**src/rtl/dpa_pkg.sv**
```systemverilog
package dpa_pkg;

    typedef enum logic [2:0] {
        ARB_IDLE  = 3'd0,
        ARB_LWAIT = 3'd1,
        ARB_LHOLD = 3'd2,
        ARB_RWAIT = 3'd3,
        ARB_RHOLD = 3'd4
    } arb_state_t;

    typedef enum logic {
        SIDE_LEFT  = 1'b0,
        SIDE_RIGHT = 1'b1
    } side_t;

    typedef struct packed {
        logic sel;
        logic wr;
        logic pin_busy_n;
    } port_ctl_t;

    localparam int NUM_PORTS = 2;

    // The newcomer loses; ties go against the right side.
    function automatic side_t pick_loser(input logic new_l, input logic new_r);
        if (new_l && !new_r) return SIDE_LEFT;
        return SIDE_RIGHT;
    endfunction

endpackage

```
**src/rtl/dpa_arrival.sv**
```systemverilog
module dpa_arrival #(
    parameter int ADDR_W = 11
) (
    input  logic              clk,
    input  logic              rst,
    input  logic              sel,
    input  logic [ADDR_W-1:0] addr,
    output logic              fresh
);
    logic              sel_q;
    logic [ADDR_W-1:0] addr_q;

    always_ff @(posedge clk) begin
        if (rst) begin
            sel_q  <= 1'b0;
            addr_q <= '0;
        end else begin
            sel_q  <= sel;
            addr_q <= addr;
        end
    end

    assign fresh = sel && (!sel_q || (addr != addr_q));
endmodule

```
**src/rtl/dpa_arb_core.sv**
```systemverilog
module dpa_arb_core
    import dpa_pkg::*;
(
    input  logic clk,
    input  logic rst,
    input  logic follow,
    input  logic hit,
    input  logic new_l,
    input  logic new_r,
    output logic hold_l,
    output logic hold_r
);
    arb_state_t state_q, state_d;

    always_comb begin
        state_d = state_q;
        unique case (state_q)
            ARB_IDLE: begin
                if (hit) begin
                    if (pick_loser(new_l, new_r) == SIDE_LEFT) state_d = ARB_LWAIT;
                    else                                       state_d = ARB_RWAIT;
                end
            end
            ARB_LWAIT: if (!hit) state_d = ARB_LHOLD;
            ARB_RWAIT: if (!hit) state_d = ARB_RHOLD;
            ARB_LHOLD: state_d = ARB_IDLE;
            ARB_RHOLD: state_d = ARB_IDLE;
            default:   state_d = ARB_IDLE;
        endcase
        if (follow) state_d = ARB_IDLE;
    end

    always_ff @(posedge clk) begin
        if (rst) state_q <= ARB_IDLE;
        else     state_q <= state_d;
    end

    assign hold_l = (state_q == ARB_LWAIT) || (state_q == ARB_LHOLD);
    assign hold_r = (state_q == ARB_RWAIT) || (state_q == ARB_RHOLD);
endmodule

```
**src/rtl/dpa_wr_gate.sv**
```systemverilog
module dpa_wr_gate
    import dpa_pkg::*;
(
    input  logic      follow,
    input  port_ctl_t ctl,
    input  logic      arb_hold,
    output logic      busy_n,
    output logic      wr_go
);
    logic blocked;

    always_comb begin
        if (follow) blocked = !ctl.pin_busy_n;
        else        blocked = arb_hold;
        busy_n = follow || !arb_hold;
        wr_go  = ctl.sel && ctl.wr && !blocked;
    end
endmodule

```
**src/rtl/dpa_collide_arb.sv**
```systemverilog
module dpa_collide_arb
    import dpa_pkg::*;
#(
    parameter int ADDR_W = 11
) (
    input  logic              clk,
    input  logic              rst,
    input  logic              mode_slave,
    input  logic              flag_clr,
    input  logic              l_sel,
    input  logic [ADDR_W-1:0] l_addr,
    input  logic              l_wr,
    input  logic              l_busy_in_n,
    input  logic              r_sel,
    input  logic [ADDR_W-1:0] r_addr,
    input  logic              r_wr,
    input  logic              r_busy_in_n,
    output logic              l_busy_n,
    output logic              r_busy_n,
    output logic              l_wr_go,
    output logic              r_wr_go,
    output logic              coll_flag
);
    port_ctl_t         ctl_v   [NUM_PORTS];
    logic [ADDR_W-1:0] addr_v  [NUM_PORTS];
    logic [NUM_PORTS-1:0] fresh_v, hold_v, busy_v, go_v;
    logic hit, flag_q;

    assign ctl_v[0]  = '{sel: l_sel, wr: l_wr, pin_busy_n: l_busy_in_n};
    assign ctl_v[1]  = '{sel: r_sel, wr: r_wr, pin_busy_n: r_busy_in_n};
    assign addr_v[0] = l_addr;
    assign addr_v[1] = r_addr;

    assign hit = l_sel && r_sel && (l_addr == r_addr);

    for (genvar p = 0; p < NUM_PORTS; p++) begin : g_port
        dpa_arrival #(.ADDR_W(ADDR_W)) u_arr (
            .clk   (clk),
            .rst   (rst),
            .sel   (ctl_v[p].sel),
            .addr  (addr_v[p]),
            .fresh (fresh_v[p])
        );
        dpa_wr_gate u_gate (
            .follow   (mode_slave),
            .ctl      (ctl_v[p]),
            .arb_hold (hold_v[p]),
            .busy_n   (busy_v[p]),
            .wr_go    (go_v[p])
        );
    end

    dpa_arb_core u_core (
        .clk    (clk),
        .rst    (rst),
        .follow (mode_slave),
        .hit    (hit),
        .new_l  (fresh_v[0]),
        .new_r  (fresh_v[1]),
        .hold_l (hold_v[0]),
        .hold_r (hold_v[1])
    );

    always_ff @(posedge clk) begin
        if (rst) flag_q <= 1'b0;
        else     flag_q <= (flag_q && !flag_clr) || (|hold_v);
    end

    assign l_busy_n  = busy_v[0];
    assign r_busy_n  = busy_v[1];
    assign l_wr_go   = go_v[0];
    assign r_wr_go   = go_v[1];
    assign coll_flag = flag_q;
endmodule

```
**config.mk**
```make
export PLATFORM = sky130hd
export DESIGN_NAME = dpa_collide_arb
export DESIGN_NICKNAME = d
export VERILOG_FILES = /design/src/rtl/dpa_pkg.sv /design/src/rtl/dpa_arrival.sv /design/src/rtl/dpa_arb_core.sv /design/src/rtl/dpa_wr_gate.sv /design/src/rtl/dpa_collide_arb.sv
export SDC_FILE = /design/constraint.sdc
export NUM_CORES = 1
export LEC_CHECK = 0
export BUFFER_PORTS_ARGS = -buffer_cell sky130_fd_sc_hd__buf_2
export CAP_MARGIN = 20
export CORE_MARGIN = 2
export CORE_UTILIZATION = 30
export DETAILED_ROUTE_END_ITERATION = 10
export PLACE_DENSITY_LB_ADDON = 0.15
export SYNTH_ARGS = -nofsm -noshare
export SYNTH_HDL_FRONTEND = slang
export SYNTH_SLANG_ARGS = --single-unit
```
**constraint.sdc**
```tcl
create_clock -name clk -period 2.8 [get_ports clk]
set_input_delay 0.42 -clock clk [delete_from_list [all_inputs] [get_ports clk]]
set_output_delay 0.42 -clock clk [all_outputs]
set_load 0.02 [all_outputs]
```
# Word level (Yosys, flattened, before mapping)
# Cells that the tools add are included.
dict set report word_totals {
  regBits 28
  latch_bits 0
  ram_bits 0
  rom_bits 0
  inputBits 32
  output_inout_bits 5
  elab_cells 61
  mem_count 0
}
dict set report classes {
  add_sub_neg 0
  n_mul 0
  div_mod_pow 0
  magnitude_cmp 0
  n_eq_ne 10
  n_shift 0
  mux 14
  bitwise_logic 0
  reduce_logical 31
}
# cell count
set ops {}
lappend ops {{$ne 11x11->1} 2}
lappend ops {{$eq 11x11->1} 1}
lappend ops {{$logic_and 1x1->1} 10}
lappend ops {{$logic_not 1->1} 10}
lappend ops {{$mux 1} 9}
lappend ops {{$mux 3} 3}
lappend ops {{$pmux 3 s3} 1}
lappend ops {{$logic_or 1x1->1} 7}
lappend ops {{$eq 3x2->1 const B} 2}
lappend ops {{$ne 2x2->1 const B} 2}
lappend ops {{$reduce_or 2->1} 2}
lappend ops {{$eq 3x1->1 const B} 1}
lappend ops {{$eq 3x3->1 const B} 1}
lappend ops {{$logic_not 3->1} 1}
lappend ops {{$reduce_and 3->1} 1}
lappend ops {{$mux 2} 1}
lappend ops {{$ne 2x1->1 const B} 1}

# Depth between registers and ports, before layout
dict set report depth {
  depth_word 14
  mapped_depth 6
  depth_no_buf 5
}

# By module
# From an unflattened synthesis, not the netlist that was laid out.
dict set report hier_totals {
  cells_unflattened 126
  hier_area_um2 1276.2
}
# module n_inst cells_each area_each_um2 seq_area_each_um2
set by_module_without_submodules {}
lappend by_module_without_submodules {dpa_arrival 2 40 446.7 240.2}
lappend by_module_without_submodules {dpa_collide_arb 1 20 165.2 20.0}
lappend by_module_without_submodules {dpa_arb_core 1 20 160.2 60.1}
lappend by_module_without_submodules {dpa_wr_gate 2 3 28.8 0.0}

# Worst setup path after synthesis
# No wires, ideal clock.
dict set report synth_timing {
  path_kind {input to register}
  start {in l_addr[10]}
  end {reg u_core.state_q[1]}
  setup_ns 0.079
  t_arrival_ns 1.777
  required_time_ns 2.721
  slack_ns 0.944
  stages 5
  path_buffers 0
  path_cell_list {xor2_1 > or4_4 > o41a_1 > o2bb2ai_1 > a211oi_2}
}
dict set report synth_via {
  elab_chain_len 13
  word_cells_on_any_way 19
  cone_classes {eq/ne (5); mux (9); reduce/logical (5)}
}
# item line
set synth_rtl {}
lappend synth_rtl {{start, declared} dpa_collide_arb.sv:11} ;# input logic [ADDR_W-1:0] l_addr,
lappend synth_rtl {{$ne 11x11->1} dpa_arrival.sv:23} ;# assign fresh = sel && (!sel_q || (addr != addr_q));
lappend synth_rtl {{$logic_or 1x1->1} dpa_arrival.sv:23}
lappend synth_rtl {{$logic_and 1x1->1} dpa_arrival.sv:23}
lappend synth_rtl {{$logic_and 1x1->1} dpa_pkg.sv:26} ;# if (new_l && !new_r) return SIDE_LEFT;
lappend synth_rtl {{$mux 1} dpa_pkg.sv:26}
lappend synth_rtl {{$mux 1} dpa_arb_core.sv:19} ;# if (hit) begin
lappend synth_rtl {{$mux 1} dpa_arb_core.sv:17} ;# unique case (state_q)
lappend synth_rtl {{$mux 1} dpa_pkg.sv:27} ;# return SIDE_RIGHT;
lappend synth_rtl {{$mux 1} dpa_arb_core.sv:19}
lappend synth_rtl {{$mux 1} dpa_arb_core.sv:17}
lappend synth_rtl {{$mux 2} dpa_arb_core.sv:20} ;# if (pick_loser(new_l, new_r) == SIDE_LEFT) state_d = ARB_LWAIT;
lappend synth_rtl {{$mux 3} dpa_arb_core.sv:19}
lappend synth_rtl {{$pmux 3 s3} dpa_arb_core.sv:17}
lappend synth_rtl {{end signal, assigned} dpa_arb_core.sv:35} ;# else state_q <= state_d;
lappend synth_rtl {{end, declared} dpa_arb_core.sv:13} ;# arb_state_t state_q, state_d;
# Parallel ways exist; a longest one is shown, timed or not. The select of a mux whose other input is x is not followed.
# A chain may end at the register's enable or synchronous reset.

# Worst setup path after layout
dict set report layout_timing {
  start {reg u_core.state_q[0]}
  end {out l_wr_go}
}
dict set report layout_via {
  elab_chain_len 5
  word_cells_on_any_way 6
  cone_classes {eq/ne (2); mux (1); reduce/logical (3)}
}
# item line
set layout_rtl {}
lappend layout_rtl {{$eq 3x1->1 or $eq 3x2->1 (tied branches)} dpa_arb_core.sv:38} ;# assign hold_l = (state_q == ARB_LWAIT) || (state_q == ARB_LHOLD);
lappend layout_rtl {{$logic_or 1x1->1 (*)} dpa_arb_core.sv:38}
lappend layout_rtl {{$mux 1 (*)} dpa_wr_gate.sv:13} ;# if (follow) blocked = !ctl.pin_busy_n;
lappend layout_rtl {{$logic_not 1->1 (*)} dpa_wr_gate.sv:16} ;# wr_go = ctl.sel && ctl.wr && !blocked;
lappend layout_rtl {{$logic_and 1x1->1 (*)} dpa_wr_gate.sv:16}
lappend layout_rtl {{end, declared} dpa_collide_arb.sv:20} ;# output logic l_wr_go,
# Every way passes the cells marked *; elsewhere a longest branch is shown, timed or not.

==> impl_results.md <==
* Clock power frac at 31.8%
* Top cells by area, synth: dfxtp_1, xnor2_1, nor2b_1
* Synthesized Nets at 160
* Final HPWL DP at 2280 um
* First-pass iteration count of the detailed router at 3
* Actual slew at the worst max-slew pin at 0.590 ns
* TritonCTS clock tree: yes
* 1st-iter DRT viols at 35
* N_diodes at 0
* Clk slew on worst S/H paths at 0.09 ns
* Clock insertion delay at the later pin of the skew report at 0.28 ns
* Final Max Slew Viols at 0
* RSZ-0062 raised after global routing: no
* Vias in the first global route at 1052
* Resized Gates After CTS at 0
* Maxcap violations at 0
* Io pins at 37
* Global placement routability congestion at 0.759
* Biggest cell delay along the critical path at 0.49 ns
* CP Cell Sequence: xnor2_1, or3_1, o2111a_1, buf_2
* Combinational power share at 14.6%
* Yosys reg bits at 28
* DIE HEIGHT at 70.0 um
* Count leader, synth: dfxtp_1
* Sw power at 0.000191 W
* FILL cells at 426
* Largest net degree at the start of global routing at 29
* Fraction of synthesis flops using an asynchronous set or reset pin at 0%
* Residual DRC at 0
* Worst r2r src: u_core.state_q[0]
* Sw Ratio at 24.1%
* Final period utilization at 68.4%
* HP Class: input port to register
* CP Launch Type: register
* H-tree depth at 1
* Share of layout cells above drive strength 1 at 27.3%
* Hold Buf Count CTS at 0
* Vias/cell at 4.51
* Worst slew margin at 60.3%
* Final Skew at 0.00533 ns
* Internal Pwr Total at 0.000600 W
* Fin crit period at 1.92 ns
* Top FF cell, synth: dfxtp_1
* GRT Total Usage at 12.6%
* Average wire per standard cell at 13.2 um
* Mean post-synth cell area at 10.2 sq um
* Top post-synthesis cells by count: dfxtp_1, nor2b_1, xnor2_1, xor2_1, nand2_1
* Area grow syn2layout at 21.8%
* Cell Area, Synth at 1310 sq um
* Worst Setup SP: u_core.state_q[0]
* Initial Util at 32.0%
* Status: finished clean
* Setup repair bufs after CTS at 0
* CP bufs+invs at 1
* Clock Sinks at 28
* Multi-input gate area at 729 sq um
* Worst EP required at 2.38 ns
* Post-synth EDFFs at 0
* Grt total ovfl at 0
* Hold Vio Cnt, Final at 0
* Initial antenna violation count at 0
* CP Data Arrival Time at 1.50 ns
* Setup TNS at 0 ns
* Ys Warns at 0
* Core area at 4090 sq um
* Delay-heaviest family, CP: flip-flops
* Die Wd at 70.0 um
* Post-DP Area at 1540 sq um
* Worst hold slack at 0.376 ns
* Sequential cell area at 561 sq um
* Clock Path Buffers at 2
* Peak supply drop at 0.000209 V
* Mapped Cells at 128
* Die area at 4900 sq um
* PwrDens at 497 nW/um^2
* Total number of vias at 969
* Top-area cell type share of the netlist area at 42.9%
* CP Class: register to primary output
* Worst Hold Launch: mode_slave
* Sequential Power Share at 53.6%
* Final Routed Wirelength at 2840 um
* Yosys top cell by area: dfxtp_1
* Library cells used by synthesis at 28
* LEAKAGE at 0.638 nW
* Fin worst setup slack at 0.884 ns
* First-pass GRT wire length at 4960 um
* CTS Buf Count at 3
* Fmax at 522 MHz
* Crit end category: primary output
* Pre-CTS setup slack at 0.705 ns
* Seq/Total Area, Yosys at 42.9%
* Cell row count at 23
* Worst-path maximum fanout at 8
* I/O Buffers at 36
* Post-route ant nets at 0
* Slowest CP cell: dfxtp_1
* Total power at 0.000790 W
* Fin area at 1590 sq um
* Number of setup violations in the final report at 0
* Root Buffer: clkbuf_8
* Final nets at 198
## cells in the final DEF (no fill, tap or decap), types with 2 or more instances in the layout
cell      synthesis  final
buf_2             1     36
clkbuf_8          0      4
dfxtp_1          28     28
nand2_1           5      5
nand2b_1          4      4
nand3b_1          2      2
nand4_1           4      4
nor2_1            2      2
nor2b_1          23     23
nor3_1            2      2
nor4_1            4      4
o2111a_1          2      2
xnor2_1          20     20
xor2_1           15     15
## per-layer routing
metal	share of wire [%]	global-route usage, %	vias to the layer above
met5	0	0	-
met4	2.4	5.56	0
met3	4.5	2.74	7
met2	48	20.6	23
met1	45	16.0	438
li1	-	-	501
## power by group through the flow
stage,clock network [W],logic [W],registers [W]
2_1_floorplan,0,0.0000665,0.000432
3_3_place_gp,0,0.000116,0.000433
3_5_place_dp,0,0.000117,0.000434
4_1_cts,0.000259,0.000118,0.000424
5_1_grt,0.000271,0.000131,0.000426
6_report,0.000251,0.000115,0.000424
## sequential cells by signal, indices dropped and copies added, names as in the netlist
| name | flops |
|---|---|
| g_port.u_arr.addr_q | 22 |
| u_core.state_q | 3 |
| coll_flag | 1 |
| g_port.u_arr.sel_q | 2 |
## path summary, 6_finish.rpt
path,endpoint,slack [ns],depth (start not counted)
max,l_wr_go,0.88,4
min reg2reg,coll_flag,0.49,2
min,u_core.state_q[1],0.38,2
max reg2reg,u_core.state_q[1],1.20,5
## metrics by stage
stage / cells / util (%)
floorplan: 128 / -
global placement: 211 / 37.6
detailed placement: 211 / 37.6
CTS: 215 / 38.9
global route: 215 / 38.9
finish: 215 / 38.9
## worst register-to-register path: stages, from the launching register on
cell and delay [ns]:
dfxtp_1 0.40, nand3b_1 0.19, nor4_1 0.46, a31oi_4 0.14
o2bb2ai_1 0.20, a211oi_2 0.09
## area by class of cell
type | instances | area share, %
Inverter | 1 | 0.236
Sequential cell | 28 | 35.2
Multi-Input combinational cell | 96 | 45.8
Clock buffer | 4 | 3.46
Tap cell | 50 | 3.93
Timing Repair Buffer | 36 | 11.3
## logic make-up (layout without fill, tap and decap cells)
family / after synthesis / after routing / synth area share [%]
buf+inv: 4 / 41 / 1.24
xor+xnor: 35 / 35 / 23.5
compound gates: 9 / 9 / 7.18
flops: 28 / 28 / 42.9
simple gates: 52 / 52 / 25.2
(Power assumes the default switching activity.)
